## config.mk

```make
export PLATFORM = sky130hd
export DESIGN_NAME = rz_pair_tx
export DESIGN_NICKNAME = d
export VERILOG_FILES = /design/src/rtl/rz_tx_pkg.sv /design/src/rtl/rz_phase_timer.sv /design/src/rtl/rz_word_shifter.sv /design/src/rtl/rz_tx_fsm.sv /design/src/rtl/rz_pair_tx.sv
export SDC_FILE = /design/constraint.sdc
export NUM_CORES = 1
export LEC_CHECK = 0
export ABC_AREA = 0
export BUFFER_PORTS_ARGS = -buffer_cell sky130_fd_sc_hd__buf_2
export CAP_MARGIN = 20
export CORE_ASPECT_RATIO = 1.25
export CORE_MARGIN = 8
export CORE_UTILIZATION = 39
export DETAILED_ROUTE_END_ITERATION = 12
export GPL_TIMING_DRIVEN = 0
export PLACE_DENSITY = 0.69
export SYNTH_ARGS = -nofsm -noshare
export SYNTH_HDL_FRONTEND = slang
export SYNTH_SLANG_ARGS = --single-unit
```

## constraint.sdc

```tcl
create_clock -name clk -period 2.62 [get_ports clk]
set_clock_uncertainty 0.1 [all_clocks]
set_input_delay 0.131 -clock clk [delete_from_list [all_inputs] [get_ports clk]]
set_output_delay 0.131 -clock clk [all_outputs]
set_load 0.05 [all_outputs]
```

## src/rtl/rz_tx_pkg.sv

```systemverilog
package rz_tx_pkg;

    typedef enum logic [1:0] {
        ST_IDLE,
        ST_LOW,
        ST_HIGH,
        ST_HOLD
    } tx_state_t;

    // Cycle count covering at least min_ps, rounded up to whole clocks.
    function automatic int phase_cycles(input int clk_ps, input int min_ps);
        return (min_ps + clk_ps - 1) / clk_ps;
    endfunction

endpackage

```

## src/rtl/rz_phase_timer.sv

```systemverilog
module rz_phase_timer #(
    parameter int PHASE_CYC = 32
) (
    input  logic clk,
    input  logic rst_n,
    input  logic restart,
    output logic phase_last
);
    localparam int CNT_W = $clog2(PHASE_CYC + 1);
    localparam logic [CNT_W-1:0] LAST_VAL = CNT_W'(PHASE_CYC - 1);

    logic [CNT_W-1:0] cnt;

    always_ff @(posedge clk or negedge rst_n) begin
        if (!rst_n) begin
            cnt <= '0;
        end else if (restart) begin
            cnt <= '0;
        end else if (cnt != LAST_VAL) begin
            cnt <= cnt + 1'b1;
        end
    end

    assign phase_last = (cnt == LAST_VAL);
endmodule

```

## src/rtl/rz_word_shifter.sv

```systemverilog
module rz_word_shifter #(
    parameter int WORD_W = 32
) (
    input  logic              clk,
    input  logic              rst_n,
    input  logic              load,
    input  logic              advance,
    input  logic [WORD_W-1:0] load_data,
    output logic              cur_bit,
    output logic              bit_last
);
    localparam int IDX_W = $clog2(WORD_W);
    localparam logic [IDX_W-1:0] LAST_IDX = IDX_W'(WORD_W - 1);

    logic [WORD_W-1:0] sreg;
    logic [IDX_W-1:0]  idx;

    always_ff @(posedge clk or negedge rst_n) begin
        if (!rst_n) begin
            sreg <= '0;
            idx  <= '0;
        end else if (load) begin
            sreg <= load_data;
            idx  <= '0;
        end else if (advance) begin
            sreg <= {sreg[WORD_W-2:0], 1'b0};
            idx  <= idx + 1'b1;
        end
    end

    assign cur_bit  = sreg[WORD_W-1];
    assign bit_last = (idx == LAST_IDX);
endmodule

```

## src/rtl/rz_tx_fsm.sv

```systemverilog
module rz_tx_fsm
    import rz_tx_pkg::*;
(
    input  logic clk,
    input  logic rst_n,
    input  logic word_valid,
    input  logic frame_open,
    input  logic phase_last,
    input  logic bit_last,
    input  logic cur_bit,
    output logic word_ready,
    output logic load,
    output logic advance,
    output logic restart,
    output logic line_p,
    output logic line_n
);
    tx_state_t state, state_nx;
    logic      accept;

    assign accept = word_valid && word_ready;

    // State register
    always_ff @(posedge clk or negedge rst_n) begin
        if (!rst_n) begin
            state <= ST_IDLE;
        end else begin
            state <= state_nx;
        end
    end

    // Next state and datapath controls
    always_comb begin
        state_nx   = state;
        word_ready = 1'b0;
        load       = 1'b0;
        advance    = 1'b0;
        restart    = 1'b0;
        unique case (state)
            ST_IDLE: begin
                word_ready = 1'b1;
                if (accept) begin
                    load     = 1'b1;
                    restart  = 1'b1;
                    state_nx = ST_LOW;
                end
            end
            ST_LOW: begin
                if (phase_last) begin
                    restart  = 1'b1;
                    state_nx = ST_HIGH;
                end
            end
            ST_HIGH: begin
                word_ready = phase_last && bit_last;
                if (phase_last) begin
                    if (!bit_last) begin
                        advance  = 1'b1;
                        restart  = 1'b1;
                        state_nx = ST_LOW;
                    end else if (accept) begin
                        load     = 1'b1;
                        restart  = 1'b1;
                        state_nx = ST_LOW;
                    end else if (frame_open) begin
                        state_nx = ST_HOLD;
                    end else begin
                        state_nx = ST_IDLE;
                    end
                end
            end
            ST_HOLD: begin
                word_ready = 1'b1;
                if (accept) begin
                    load     = 1'b1;
                    restart  = 1'b1;
                    state_nx = ST_LOW;
                end else if (!frame_open) begin
                    state_nx = ST_IDLE;
                end
            end
        endcase
    end

    // Line outputs
    always_comb begin
        unique case (state)
            ST_IDLE: begin
                line_p = 1'b1;
                line_n = 1'b1;
            end
            ST_LOW: begin
                line_p = 1'b0;
                line_n = 1'b0;
            end
            ST_HIGH, ST_HOLD: begin
                line_p = cur_bit;
                line_n = !cur_bit;
            end
        endcase
    end
endmodule

```

## src/rtl/rz_pair_tx.sv

```systemverilog
module rz_pair_tx #(
    parameter int CLK_PERIOD_PS = 4000,
    parameter int MIN_PHASE_PS  = 125000,
    parameter int WORD_W        = 32
) (
    input  logic              clk,
    input  logic              rst_n,
    input  logic              word_valid,
    input  logic [WORD_W-1:0] word_data,
    input  logic              frame_open,
    output logic              word_ready,
    output logic              line_p,
    output logic              line_n
);
    localparam int PHASE_CYC = rz_tx_pkg::phase_cycles(CLK_PERIOD_PS, MIN_PHASE_PS);

    logic phase_last;
    logic bit_last;
    logic cur_bit;
    logic load;
    logic advance;
    logic restart;

    rz_phase_timer #(.PHASE_CYC(PHASE_CYC)) u_timer (
        .clk        (clk),
        .rst_n      (rst_n),
        .restart    (restart),
        .phase_last (phase_last)
    );

    rz_word_shifter #(.WORD_W(WORD_W)) u_shift (
        .clk       (clk),
        .rst_n     (rst_n),
        .load      (load),
        .advance   (advance),
        .load_data (word_data),
        .cur_bit   (cur_bit),
        .bit_last  (bit_last)
    );

    rz_tx_fsm u_fsm (
        .clk        (clk),
        .rst_n      (rst_n),
        .word_valid (word_valid),
        .frame_open (frame_open),
        .phase_last (phase_last),
        .bit_last   (bit_last),
        .cur_bit    (cur_bit),
        .word_ready (word_ready),
        .load       (load),
        .advance    (advance),
        .restart    (restart),
        .line_p     (line_p),
        .line_n     (line_n)
    );
endmodule

```

==> impl_metrics.env <==
export IMPL_status="completed"
export IMPL_cts_root_buf="clkbuf_8"
export IMPL_path_clk_slew_ps=90
export IMPL_synth_flop_cell="dfrtp_1"
export IMPL_rr_endpoint="u_shift.sreg[0]"
export IMPL_post_cts_buffers=0
export IMPL_rows=32
export IMPL_wire_per_inst_um=13.43
export IMPL_n_antenna_cell=0
export IMPL_slowest_stage="dfrtp_1"
export IMPL_die_area_mm2=0.008893
export IMPL_drt_first_pass_iters=4
export IMPL_reg2reg_from="u_shift.idx[0]"
export IMPL_dp_hpwl_um=3967
export IMPL_crit_path_start_kind="flop"
export IMPL_vias=2113
export IMPL_post_place_cells=397
export IMPL_synth_seq_area_share_pct=47.19
export IMPL_pin_count=39
export IMPL_fin_crit_sh_pct=93.83
export IMPL_antenna_found_initial=0
export IMPL_overflow=0
export IMPL_grt_pass1_vias=2146
export IMPL_ys_seq_elements=45
export IMPL_fin_nets=368
export IMPL_power_density_mw_per_mm2=1081
export IMPL_path_class="reg2reg"
export IMPL_synth_edf_count=0
export IMPL_crit_chain="ha_1, and3_1, ha_1, nand2b_1, or3_1, buf_2, clkbuf_1, o211ai_1, o21ai_1"
export IMPL_maxSlewHeadroom_pct=70.02
export IMPL_critPathMaxStageDelay_ps=410
export IMPL_r2r_slack_ps=160
export IMPL_postSynth_asyncResetShare_pct=100.0
export IMPL_wl_met3_um=197
export IMPL_layout_common_cells="71 x nand2_1, 45 x dfrtp_1, 39 x buf_2, 32 x nor3_1, 32 x a31oi_1"
export IMPL_wirelength_um=5506
export IMPL_max_cap_violations=0
export IMPL_fp_dieH_um=103.5
export IMPL_ir_worst_vdd_mv=0.6047
export IMPL_numCtsBuffers=5
export IMPL_cp_required_ps=2700
export IMPL_first_iter_violations=101
export IMPL_worstPathArrival_ps=2540
export IMPL_cp_buffers_inverters=2
export IMPL_worst_slew_pin_slew_ps=449.6
export IMPL_grt_max_degree=46
export IMPL_syn_inst=274
export IMPL_synth_area_leaders="dfrtp_1 47%, nand2_1 11%, a31oi_1 8.4%"
export IMPL_drt_drc_violations_left=0
export IMPL_p_leak_uw=0.001266
export IMPL_yosysTopAreaCell="dfrtp_1"
export IMPL_gp_congestion=0.8336
export IMPL_cp_top_family="simple AND/OR/NAND/NOR gates"
export IMPL_grt_pass1_wl_um=9308
export IMPL_crit_path_start="u_shift.idx[0]"
export IMPL_cts_sinks=45
export IMPL_hold_path_class="in2reg"
export IMPL_h_tree_depth=2
export IMPL_start_util_pct=39.47
export IMPL_min_delay_start="word_data[24]"
export IMPL_die_w_um=85.96
export IMPL_fin_crit_ps=2458
export IMPL_hold_violations=0
export IMPL_postRouteAntennaNets=0
export IMPL_critPathCaptureType="flop"
export IMPL_avgSynthCellArea_um2=8.708
export IMPL_clock_latency_ps=300
export IMPL_critPathMostFrequentCell="ha_1"
export IMPL_syn_nets=318
export IMPL_reg2regPathDepth=9
export IMPL_syn_area_mm2=0.002386
export IMPL_wl_met2_um=2720
export IMPL_grt_usage_pct=12.92
export IMPL_wirelength_met1_um=2478
export IMPL_synthDistinctLibCells=39
export IMPL_final_common_cell="nand2_1"
export IMPL_worst_path_stages=9
export IMPL_ys_warn_count=0
export IMPL_cp_max_fo=10
export IMPL_endpoint="u_shift.sreg[0]"
export IMPL_area_growth_pct=19.40
export IMPL_core_mm2=0.006046
export IMPL_fmax_mhz=406.8
export IMPL_tritoncts="yes"
export IMPL_maxSlewViolCount=0
export IMPL_viasPerCell=5.154
export IMPL_setup_tns_ps=0
export IMPL_synth_top_area_share_pct=47.19
export IMPL_portBuffers=38
export IMPL_top_layer_used="met4"
export IMPL_fin_cells=410
export IMPL_finalSetupViolCount=0
export IMPL_cts_buffer_depth=2
export IMPL_rsz0062_at_grt="true"
export IMPL_layout_drive_gt1_share_pct=18.77
-- cells in the mapped netlist, types with 2 or more instances --
cell type and n:
a21oi_1 7, a31oi_1 32, and3_1 3, buf_6 5, clkbuf_1 15, dfrtp_1 45, ha_1 8, inv_1 6
nand2_1 71, nand2b_1 4, nand3_1 4, nor2_1 8, nor3_1 32, nor3b_1 2, o21ai_0 4, o21ai_1 2
or3_1 2, xnor2_1 3
-- worst min-delay path, stage by stage --
cell and delay [ps]:
buf_2 70, nor3_1 40, a31oi_1 130
-- metrics by stage --
step	instance area [um2]	hold WS (ps)	worst slack (ps)	util, %	power (uW)
2_1_floorplan	2386	-264.6	241.2	-	2291
3_3_place_gp	2683	252.6	136.3	44.37	2614
3_5_place_dp	2683	265.0	123.7	44.37	2656
4_1_cts	2819	1.395	99.80	46.63	3107
5_1_grt	2849	12.54	-18.16	47.12	3333
6_report	2849	5.795	161.6	47.12	3080
-- per-layer routing --
layer	GRT usage (%)	vias up
met4	5.676	0
met3	2.530	8
met2	22.61	39
li1	-	1067
met5	0	-
met1	14.99	999
-- area by class of cell --
type / instances / area, um2
flip-flops and latches: 45 / 1126
multi-input cells: 202 / 1126
inverters: 6 / 22.52
repair buffers: 44 / 260.3
well taps: 85 / 106.4
clock inverters: 3 / 21.27
plain buffers: 20 / 117.6
fillers: 616 / 3197
clock buffers: 5 / 68.82
-- cells by family (layout without fill, tap and decap cells) --
kind of cell | Yosys count | count (layout) | synth area share [%]
simple gates | 134 | 134 | 26.11
xor+xnor | 4 | 4 | 1.469
compound gates | 55 | 55 | 14.68
mux | 1 | 1 | 0.4719
fa+ha+maj | 8 | 8 | 4.195
flops | 45 | 45 | 47.19
buf+inv | 27 | 78 | 5.872
-- worst min path at each step --
stage                                   to  slack (ps)  depth (start not counted)
after global placement    u_shift.sreg[13]         250                          1
final                     u_shift.sreg[24]           6                          3
after CTS                 u_shift.sreg[24]           1                          3
after detailed placement  u_shift.sreg[13]         270                          1
after floorplan             u_fsm.state[0]        -260                          0
after global routing      u_shift.sreg[20]          10                          3
-- registers in the layout, indices dropped and copies added, names as in the netlist --
| signal | count |
|---|---|
| u_fsm.state | 2 |
| u_shift.idx | 5 |
| u_shift.sreg | 32 |
| u_timer.cnt | 6 |
-- what timing repair did --
action / in CTS / in global routing
hold buffers: 5 / 0
gates resized for setup: 0 / 7
endpoints found under the setup margin: 1 / 31
hold endpoints to repair: 49 / 0
-- report_power, final --
part           switching [uW]  internal (uW)  total [uW]
Combinational             901            562        1460
Clock                     249            189         439
Sequential                192            988        1180
Total                    1340           1740        3080
Note: power is estimated with default switching activity, not from simulation.
